**src/rtl/ssm_pkg.sv**
```systemverilog
package ssm_pkg;
  typedef enum logic [1:0] {
    REJ_BUSY  = 2'd0,
    REJ_MULTI = 2'd1,
    REJ_RANGE = 2'd2,
    REJ_DENY  = 2'd3
  } rej_e;
endpackage

```
**src/rtl/ssm_machine.sv**
```systemverilog
module ssm_machine #(
  parameter int N   = 4,
  parameter int NIN = 5,
  parameter int SW  = 2,
  parameter int IW  = 3
) (
  input  logic          clk,
  input  logic          rst_n,
  input  logic          wr_en,
  input  logic [SW-1:0] wr_state,
  input  logic [IW-1:0] wr_in,
  input  logic [SW-1:0] wr_next,
  input  logic          wr_ok,
  input  logic          go,
  input  logic [IW-1:0] go_in,
  input  logic          load,
  input  logic [SW-1:0] load_state,
  input  logic [SW-1:0] rd_state,
  input  logic [IW-1:0] rd_in,
  output logic          rd_ok,
  output logic [SW-1:0] rd_next,
  output logic [SW-1:0] state_o,
  output logic          busy_o,
  output logic          undef_o,
  output logic          cycle_o
);
  localparam logic [SW-1:0] LAST_STEP = SW'(N - 1);

  logic          ent_ok [N][NIN];
  logic [SW-1:0] ent_nx [N][NIN];

  logic [SW-1:0] st, steps;
  logic [IW-1:0] inp;
  logic          busy, undef_q, cyc_q;
  logic          cur_ok;
  logic [SW-1:0] cur_nx;

  // table storage, one row per state, one column per alphabet symbol
  always_ff @(posedge clk) begin
    if (!rst_n) begin
      for (int s = 0; s < N; s++) begin
        for (int i = 0; i < NIN; i++) begin
          ent_ok[s][i] <= 1'b0;
          ent_nx[s][i] <= '0;
        end
      end
    end else if (wr_en && int'(wr_state) < N && int'(wr_in) < NIN && int'(wr_next) < N) begin
      ent_ok[wr_state][wr_in] <= wr_ok;
      ent_nx[wr_state][wr_in] <= wr_next;
    end
  end

  assign cur_ok  = ent_ok[st][inp];
  assign cur_nx  = ent_nx[st][inp];
  assign rd_ok   = ent_ok[rd_state][rd_in];
  assign rd_next = ent_nx[rd_state][rd_in];

  // micro-step engine: one lookup per clock while busy
  always_ff @(posedge clk) begin
    if (!rst_n) begin
      st      <= '0;
      inp     <= '0;
      busy    <= 1'b0;
      steps   <= '0;
      undef_q <= 1'b0;
      cyc_q   <= 1'b0;
    end else begin
      undef_q <= 1'b0;
      cyc_q   <= 1'b0;
      if (go) begin
        inp   <= go_in;
        busy  <= 1'b1;
        steps <= '0;
      end else if (load) begin
        st   <= load_state;
        inp  <= go_in;
        busy <= 1'b0;
      end else if (busy) begin
        if (!cur_ok) begin
          busy    <= 1'b0;
          undef_q <= 1'b1;
        end else if (cur_nx == st) begin
          busy <= 1'b0;
        end else if (steps == LAST_STEP) begin
          busy  <= 1'b0;
          cyc_q <= 1'b1;
        end else begin
          st    <= cur_nx;
          steps <= steps + 1'b1;
        end
      end
    end
  end

  assign state_o = st;
  assign busy_o  = busy;
  assign undef_o = undef_q;
  assign cycle_o = cyc_q;

  AST_UNDEF_HOLDS_STATE: assert property (@(posedge clk) disable iff (!rst_n) undef_q |-> $stable(st));
  AST_CYCLE_HOLDS_STATE: assert property (@(posedge clk) disable iff (!rst_n) cyc_q |-> $stable(st));
  AST_IDLE_KEEPS_STATE: assert property (@(posedge clk) disable iff (!rst_n) (!busy && !go && !load) |=> $stable(st));
  AST_NO_GO_AND_LOAD: assert property (@(posedge clk) disable iff (!rst_n) !(go && load));
endmodule

```
**src/rtl/ssm_switch_tbl.sv**
```systemverilog
module ssm_switch_tbl #(
  parameter int M  = 2,
  parameter int N  = 4,
  parameter int MW = 1,
  parameter int SW = 2
) (
  input  logic          clk,
  input  logic          rst_n,
  input  logic          wr_en,
  input  logic [MW-1:0] wr_src_m,
  input  logic [SW-1:0] wr_src_s,
  input  logic [MW-1:0] wr_dst_m,
  input  logic [SW-1:0] wr_dst_s,
  input  logic          wr_ok,
  input  logic [MW-1:0] rd_src_m,
  input  logic [SW-1:0] rd_src_s,
  input  logic [MW-1:0] rd_dst_m,
  output logic          rd_ok,
  output logic [SW-1:0] rd_q
);
  logic          lnk_ok [M][N][M];
  logic [SW-1:0] lnk_q  [M][N][M];
  logic          wr_in_rng, rd_in_rng;

  assign wr_in_rng = int'(wr_src_m) < M && int'(wr_dst_m) < M &&
                     int'(wr_src_s) < N && int'(wr_dst_s) < N;
  assign rd_in_rng = int'(rd_src_m) < M && int'(rd_dst_m) < M && int'(rd_src_s) < N;

  always_ff @(posedge clk) begin
    if (!rst_n) begin
      for (int a = 0; a < M; a++) begin
        for (int s = 0; s < N; s++) begin
          for (int b = 0; b < M; b++) begin
            lnk_ok[a][s][b] <= 1'b0;
            lnk_q[a][s][b]  <= '0;
          end
        end
      end
    end else if (wr_en && wr_in_rng) begin
      lnk_ok[wr_src_m][wr_src_s][wr_dst_m] <= wr_ok;
      lnk_q[wr_src_m][wr_src_s][wr_dst_m]  <= wr_dst_s;
    end
  end

  assign rd_ok = rd_in_rng && lnk_ok[rd_src_m][rd_src_s][rd_dst_m];
  assign rd_q  = lnk_q[rd_src_m][rd_src_s][rd_dst_m];
endmodule

```
**src/rtl/ssm_bank.sv**
```systemverilog
module ssm_bank
  import ssm_pkg::*;
#(
  parameter int M     = 2,
  parameter int N     = 4,
  parameter int NNORM = 3,
  parameter int NADV  = 2,
  localparam int NIN  = NNORM + NADV,
  localparam int SW   = (N > 1) ? $clog2(N) : 1,
  localparam int IW   = (NIN > 1) ? $clog2(NIN) : 1,
  localparam int MW   = (M > 1) ? $clog2(M) : 1
) (
  input  logic          clk,
  input  logic          rst_n,
  input  logic          tbl_we,
  input  logic [MW-1:0] tbl_mach,
  input  logic [SW-1:0] tbl_state,
  input  logic [IW-1:0] tbl_in,
  input  logic [SW-1:0] tbl_next,
  input  logic          tbl_ok,
  input  logic          sw_we,
  input  logic [MW-1:0] sw_src_mach,
  input  logic [SW-1:0] sw_src_state,
  input  logic [MW-1:0] sw_dst_mach,
  input  logic [SW-1:0] sw_dst_state,
  input  logic          sw_ok,
  input  logic          in_we,
  input  logic [IW-1:0] in_code,
  input  logic          adv_we,
  input  logic [IW-1:0] adv_code,
  input  logic          sel_we,
  input  logic [MW-1:0] sel_code,
  output logic [SW-1:0] state_o,
  output logic [MW-1:0] active_o,
  output logic          stable_o,
  output logic          rej_o,
  output logic [1:0]    rej_why_o,
  output logic          flt_undef_o,
  output logic          flt_cycle_o
);
  logic [MW-1:0] active_q;
  logic [IW-1:0] cur_in_q;
  logic          rej_q;
  rej_e          why_q;

  logic [M-1:0]  busy_v, undef_v, cyc_v, mrd_ok;
  logic [SW-1:0] st_v   [M];
  logic [SW-1:0] mrd_nx [M];

  logic          lnk_ok;
  logic [SW-1:0] lnk_q;
  logic          ready;
  logic [1:0]    n_cmd;
  logic          acc_go, acc_sel, rej_n;
  rej_e          why_n;
  logic [IW-1:0] new_in, mach_in;

  assign ready = !busy_v[active_q];
  assign n_cmd = 2'($countones({in_we, adv_we, sel_we}));

  // command gate: fundamental-mode admission and switch qualification
  always_comb begin
    acc_go  = 1'b0;
    acc_sel = 1'b0;
    rej_n   = 1'b0;
    why_n   = REJ_BUSY;
    new_in  = cur_in_q;
    if (n_cmd > 2'd1) begin
      rej_n = 1'b1;
      why_n = REJ_MULTI;
    end else if (n_cmd == 2'd1 && !ready) begin
      rej_n = 1'b1;
      why_n = REJ_BUSY;
    end else if (in_we) begin
      if (int'(in_code) < NNORM) begin
        acc_go = 1'b1;
        new_in = in_code;
      end else begin
        rej_n = 1'b1;
        why_n = REJ_RANGE;
      end
    end else if (adv_we) begin
      if (int'(adv_code) < NADV) begin
        acc_go = 1'b1;
        new_in = IW'(NNORM) + adv_code;
      end else begin
        rej_n = 1'b1;
        why_n = REJ_RANGE;
      end
    end else if (sel_we) begin
      if (int'(sel_code) >= M) begin
        rej_n = 1'b1;
        why_n = REJ_RANGE;
      end else if (sel_code != active_q) begin
        if (lnk_ok && int'(cur_in_q) < NNORM &&
            mrd_ok[sel_code] && mrd_nx[sel_code] == lnk_q) begin
          acc_sel = 1'b1;
        end else begin
          rej_n = 1'b1;
          why_n = REJ_DENY;
        end
      end
    end
  end

  assign mach_in = acc_go ? new_in : cur_in_q;

  always_ff @(posedge clk) begin
    if (!rst_n) begin
      active_q <= '0;
      cur_in_q <= '0;
      rej_q    <= 1'b0;
      why_q    <= REJ_BUSY;
    end else begin
      rej_q <= rej_n;
      why_q <= why_n;
      if (acc_go)  cur_in_q <= new_in;
      if (acc_sel) active_q <= sel_code;
    end
  end

  ssm_switch_tbl #(.M(M), .N(N), .MW(MW), .SW(SW)) u_lnk (
    .clk      (clk),
    .rst_n    (rst_n),
    .wr_en    (sw_we),
    .wr_src_m (sw_src_mach),
    .wr_src_s (sw_src_state),
    .wr_dst_m (sw_dst_mach),
    .wr_dst_s (sw_dst_state),
    .wr_ok    (sw_ok),
    .rd_src_m (active_q),
    .rd_src_s (st_v[active_q]),
    .rd_dst_m (sel_code),
    .rd_ok    (lnk_ok),
    .rd_q     (lnk_q)
  );

  // demultiplexer: only the addressed machine sees go, load or a table write
  for (genvar k = 0; k < M; k++) begin : g_mach
    ssm_machine #(.N(N), .NIN(NIN), .SW(SW), .IW(IW)) u_m (
      .clk        (clk),
      .rst_n      (rst_n),
      .wr_en      (tbl_we && tbl_mach == MW'(k)),
      .wr_state   (tbl_state),
      .wr_in      (tbl_in),
      .wr_next    (tbl_next),
      .wr_ok      (tbl_ok),
      .go         (acc_go && active_q == MW'(k)),
      .go_in      (mach_in),
      .load       (acc_sel && sel_code == MW'(k)),
      .load_state (lnk_q),
      .rd_state   (lnk_q),
      .rd_in      (cur_in_q),
      .rd_ok      (mrd_ok[k]),
      .rd_next    (mrd_nx[k]),
      .state_o    (st_v[k]),
      .busy_o     (busy_v[k]),
      .undef_o    (undef_v[k]),
      .cycle_o    (cyc_v[k])
    );
  end

  // multiplexer: feedback from the active machine
  assign state_o     = st_v[active_q];
  assign active_o    = active_q;
  assign stable_o    = ready;
  assign rej_o       = rej_q;
  assign rej_why_o   = why_q;
  assign flt_undef_o = |undef_v;
  assign flt_cycle_o = |cyc_v;

  AST_REJ_KEEPS_INPUT: assert property (@(posedge clk) disable iff (!rst_n) rej_q |-> $stable(cur_in_q));
  AST_REJ_KEEPS_ACTIVE: assert property (@(posedge clk) disable iff (!rst_n) rej_q |-> $stable(active_q));
  AST_SWITCH_LANDS_STABLE: assert property (@(posedge clk) disable iff (!rst_n) (active_q != $past(active_q)) |-> stable_o);
  AST_ONLY_ACTIVE_BUSY: assert property (@(posedge clk) disable iff (!rst_n) $onehot0(busy_v) && (busy_v == '0 || busy_v[active_q]));
  AST_FAULT_ENDS_CHAIN: assert property (@(posedge clk) disable iff (!rst_n) (flt_undef_o || flt_cycle_o) |-> stable_o);
endmodule

```
**config.mk**
```make
export PLATFORM = sky130hd
export DESIGN_NAME = ssm_bank
export DESIGN_NICKNAME = d
export VERILOG_FILES = /design/src/rtl/ssm_pkg.sv /design/src/rtl/ssm_machine.sv /design/src/rtl/ssm_switch_tbl.sv /design/src/rtl/ssm_bank.sv
export SDC_FILE = /design/constraint.sdc
export NUM_CORES = 1
export LEC_CHECK = 0
export ABC_AREA = 1
export BUFFER_PORTS_ARGS = -buffer_cell sky130_fd_sc_hd__buf_4
export CAP_MARGIN = 20
export CORE_ASPECT_RATIO = 0.8
export CORE_MARGIN = 2
export CORE_UTILIZATION = 50
export DETAILED_ROUTE_END_ITERATION = 10
export GPL_TIMING_DRIVEN = 0
export HOLD_SLACK_MARGIN = 0.02
export PLACE_DENSITY = 0.79
export SETUP_SLACK_MARGIN = 0.5
export SLEW_MARGIN = 20
export SYNTH_ARGS = -nofsm -noshare
export SYNTH_HDL_FRONTEND = slang
export SYNTH_SLANG_ARGS = --single-unit
```
**constraint.sdc**
```tcl
create_clock -name clk -period 5.96 [get_ports clk]
set_input_delay 1.192 -clock clk [delete_from_list [all_inputs] [get_ports clk]]
set_output_delay 1.192 -clock clk [all_outputs]
set_load 0.02 [all_outputs]
```
==> summary.txt <==
Outcome
  • Status: finished, final reports clean

Route
  • Wirelength per Cell: just over 20 um
  • Detailed Route WL: approximately 35 mm
  • Avg Vias per Cell: just over 6
  • Drt initial violations: 1707
  • Routed via count: ~10000
  • DRC Markers: 0
  • Initial DRT Pass Iterations: 8
  • Remaining antenna violation count: 0

Power and ir drop
  • Sequential fraction of design power: 48.2%
  • Int Pwr: between 2000 and 2500 uW
  • Pwr Density: approximately 280 nW/um2
  • Clock power frac: a little over a third
  • Leakage: 0.00504 uW
  • Sw frac: 30.5%
  • Peak supply drop: a little under 0.2 mV
  • Net Sw Power: a little over 1000 uW
  • Gate power share: 16.8%

Global route
  • Global route overflow: 0
  • Initial antenna violation count: 1
  • Number of global-route vias before repair: approximately 9000
  • First-pass GRT wire length: around 53 mm
  • Largest net degree at the start of global routing: 20
  • GRT Util Overall: between 30% and 40%

Yosys
  • Warnings, synthesis: 0
  • Top cell type's share of synthesized area: a little under half
  • Mapped Area: about 11000 um2
  • Register area share after synthesis: about half
  • Asr flop ratio synth: 0%
  • Distinct cells, synth: 47
  • Largest cells by area after synthesis: edfxtp_1 (45%), nand2_1 (12%), nor2_1 (9.0%)
  • Post-Synthesis Cells: about 1400
  • #FFs+latches synth: 200
  • Syn_area_per_cell: 8.03 um2
  • EDFF count, synth: roughly 170
  • Syn_nets: approximately 1400
  • Top post-synthesis cells by count: nand2_1 (360), nor2_1 (262), edfxtp_1 (165), nand3_1 (154), inv_1 (86)
  • Top cell type by total area after synthesis: edfxtp_1
  • Post-synth top flop: edfxtp_1
  • Most instantiated library cell after synthesis: nand2_1

Place
  • Post-DP HPWL: approximately 25 mm
  • Place WS: between 2 and 2.5 ns
  • Buffers on Ports: 38
  • Routability congestion estimate: 0.968

Clock network
  • Clock buffer depth: 2
  • Clk sink count: 200
  • CTS Hold Bufs: 0
  • Root buf cell: clkbuf_16
  • # resized after CTS: 0
  • Worst-Skew Late Latency: 0.45 ns
  • CTS Buf Count: 17
  • Clock-pin slew on the worst setup and hold paths: about 0.070 ns
  • Htree depth: 4
  • CTS tree: done
  • Setup Fix Bufs, Post-CTS: 0

Floorplanning
  • Die area: between 20000 and 25000 um2
  • CORE AREA: between 20000 and 25000 um2
  • Top-level I/O count: 39
  • Cell row count: between 40 and 50
  • Die W: about 170 um
  • Die H: around 140 um
  • Initial Util: about half

Layout
  • Layout cells sized above 1: 9.29%
  • Area grow syn2layout: 11.2%
  • Antenna Cells: 0
  • Fin nets: 1453

Setup path
  • Crit-path slowest cell: clkbuf_1
  • Delay-heaviest family, CP: buffers and inverters
  • CP Cell Sequence: clkbuf_1, buf_2, clkbuf_1, a21oi_1, a21oi_1, nand2_1, o311ai_0, nand3_1, o21ai_0, nand3_1, nor2_1, inv_1, nand2_2, nand2_2, nor2_1, nor2_1
  • Cell mode on critical path: nor2_1
  • Crit path max fanout: 10
  • Startpoint types: register
  • Slowest stage delay, CP: 0.45 ns
  • Worst Setup End Kind: register
  • Req. time, crit path: ~6.3 ns
  • Worst Path Buf+Inv: 4
  • Worst path arrival time: 4.01 ns
  • Crit Path Class: reg2reg

Worst hold path
  • Hold Path Class: reg2reg

STA
  • RSZ-0062 raised after global routing: false
  • FMAX: around 270 MHz
  • Final setup vio count: 0
  • Clock skew: between 0.01 and 0.015 ns
  • Hold slack: approximately 0.48 ns
  • Fin crit share: between 60% and 70%
  • Min Tclk post-route: 3.66 ns
  • TNS Setup: 0 ns
  • Final hold violations: 0
  • Slew Limit Headroom: between 10% and 20%
  • Max Slew Vio Count: 0
  • Worst-Margin Slew: 1.23 ns
  • Post-route worst setup slack: between 2 and 2.5 ns

Run
  • Max-cap violations: 0
[kinds of logic after synthesis]
kind of cell             after synthesis  synth area share (%)
XOR/XNOR                               2                 0.160
AO/OA/AOI/OAI                        168                  9.07
buffers and inverters                167                  6.96
adder cells (fa/ha/maj)                4                 0.526
flip-flops                           200                  51.7
AND/OR/NAND/NOR                      821                  31.6
[final timing paths]
path,startpoint,end,slack (ns),cells after the start
min reg2reg,g_mach[0].u_m.busy_o,g_mach[0].u_m.undef_o,0.48,2
min,g_mach[0].u_m.busy_o,g_mach[0].u_m.undef_o,0.48,2
max reg2reg,register,register,2.30,16
max,register,register,2.30,16
[through the flow]
step,util (%),cell area (um2),std cells,total power (uW)
floorplan,-,10900,1362,2010
global placement,53.8,11600,1675,2200
detailed placement,53.8,11600,1675,2210
CTS,56.5,12200,1707,3350
global route,56.5,12200,1707,3480
finish,56.5,12200,1707,3390
[registers in the layout, indices dropped and copies added (netlist names), 2 cells and up, named ones only]
register and cells:
u_lnk.lnk_ok 16, u_lnk.lnk_q 32, g_mach.u_m.steps 4, g_mach.u_m.cycle_o 2, g_mach.u_m.ent_ok 40, g_mach.u_m.state_o 4, g_mach.u_m.inp 6, g_mach.u_m.undef_o 2
g_mach.u_m.ent_nx 80, cur_in_q 3, rej_why_o 2, g_mach.u_m.busy_o 2
[power by group through the flow]
stage | combinational (uW) | sequential [uW] | clock [uW]
after detailed placement | 546 | 1660 | 0
after CTS | 549 | 1630 | 1180
after global placement | 540 | 1660 | 0
final | 570 | 1630 | 1180
after floorplan | 369 | 1640 | 0
after global routing | 613 | 1640 | 1220
[area by class of cell]
| type | count | area, um2 |
|---|---|---|
| clock buffers | 18 | 429 |
| fillers | 1945 | 9340 |
| plain buffers | 71 | 395 |
| repair buffers | 38 | 285 |
| well taps | 275 | 344 |
| flip-flops and latches | 200 | 5660 |
| inverters | 96 | 365 |
| clock inverters | 14 | 156 |
| multi-input cells | 995 | 4530 |
[cell usage in the layout (no fill, tap or decap), drive strengths merged, types with 3 or more instances in the layout]
master  instances
nand2         370
nor2          264
edfxtp        165
nand3         158
inv           100
buf            76
o21ai          67
a21oi          51
clkbuf         51
dfxtp          35
o211ai         16
nand3b         13
o22ai          11
clkinv          8
nand4           6
nor3            5
a31oi           5
o221ai          4
or2             3
a22o            3
o311ai          3
ha              3
[worst min-delay path, cell delays in order (launching register included)]
cell	delay, ns
dfxtp_1	0.31
inv_1	0.07
nor3_1	0.05
[metal layers]
| layer | GRT usage (%) | up-vias | wire, um |
|---|---|---|---|
| met3 | 8.91 | 105 | 5330 |
| met5 | 0 | - | 7 |
| met1 | 44.6 | 4738 | 14200 |
| met2 | 45.4 | 791 | 14600 |
| met4 | 11.0 | 2 | 1070 |
| li1 | - | 4663 | - |
(Power assumes the default switching activity.)
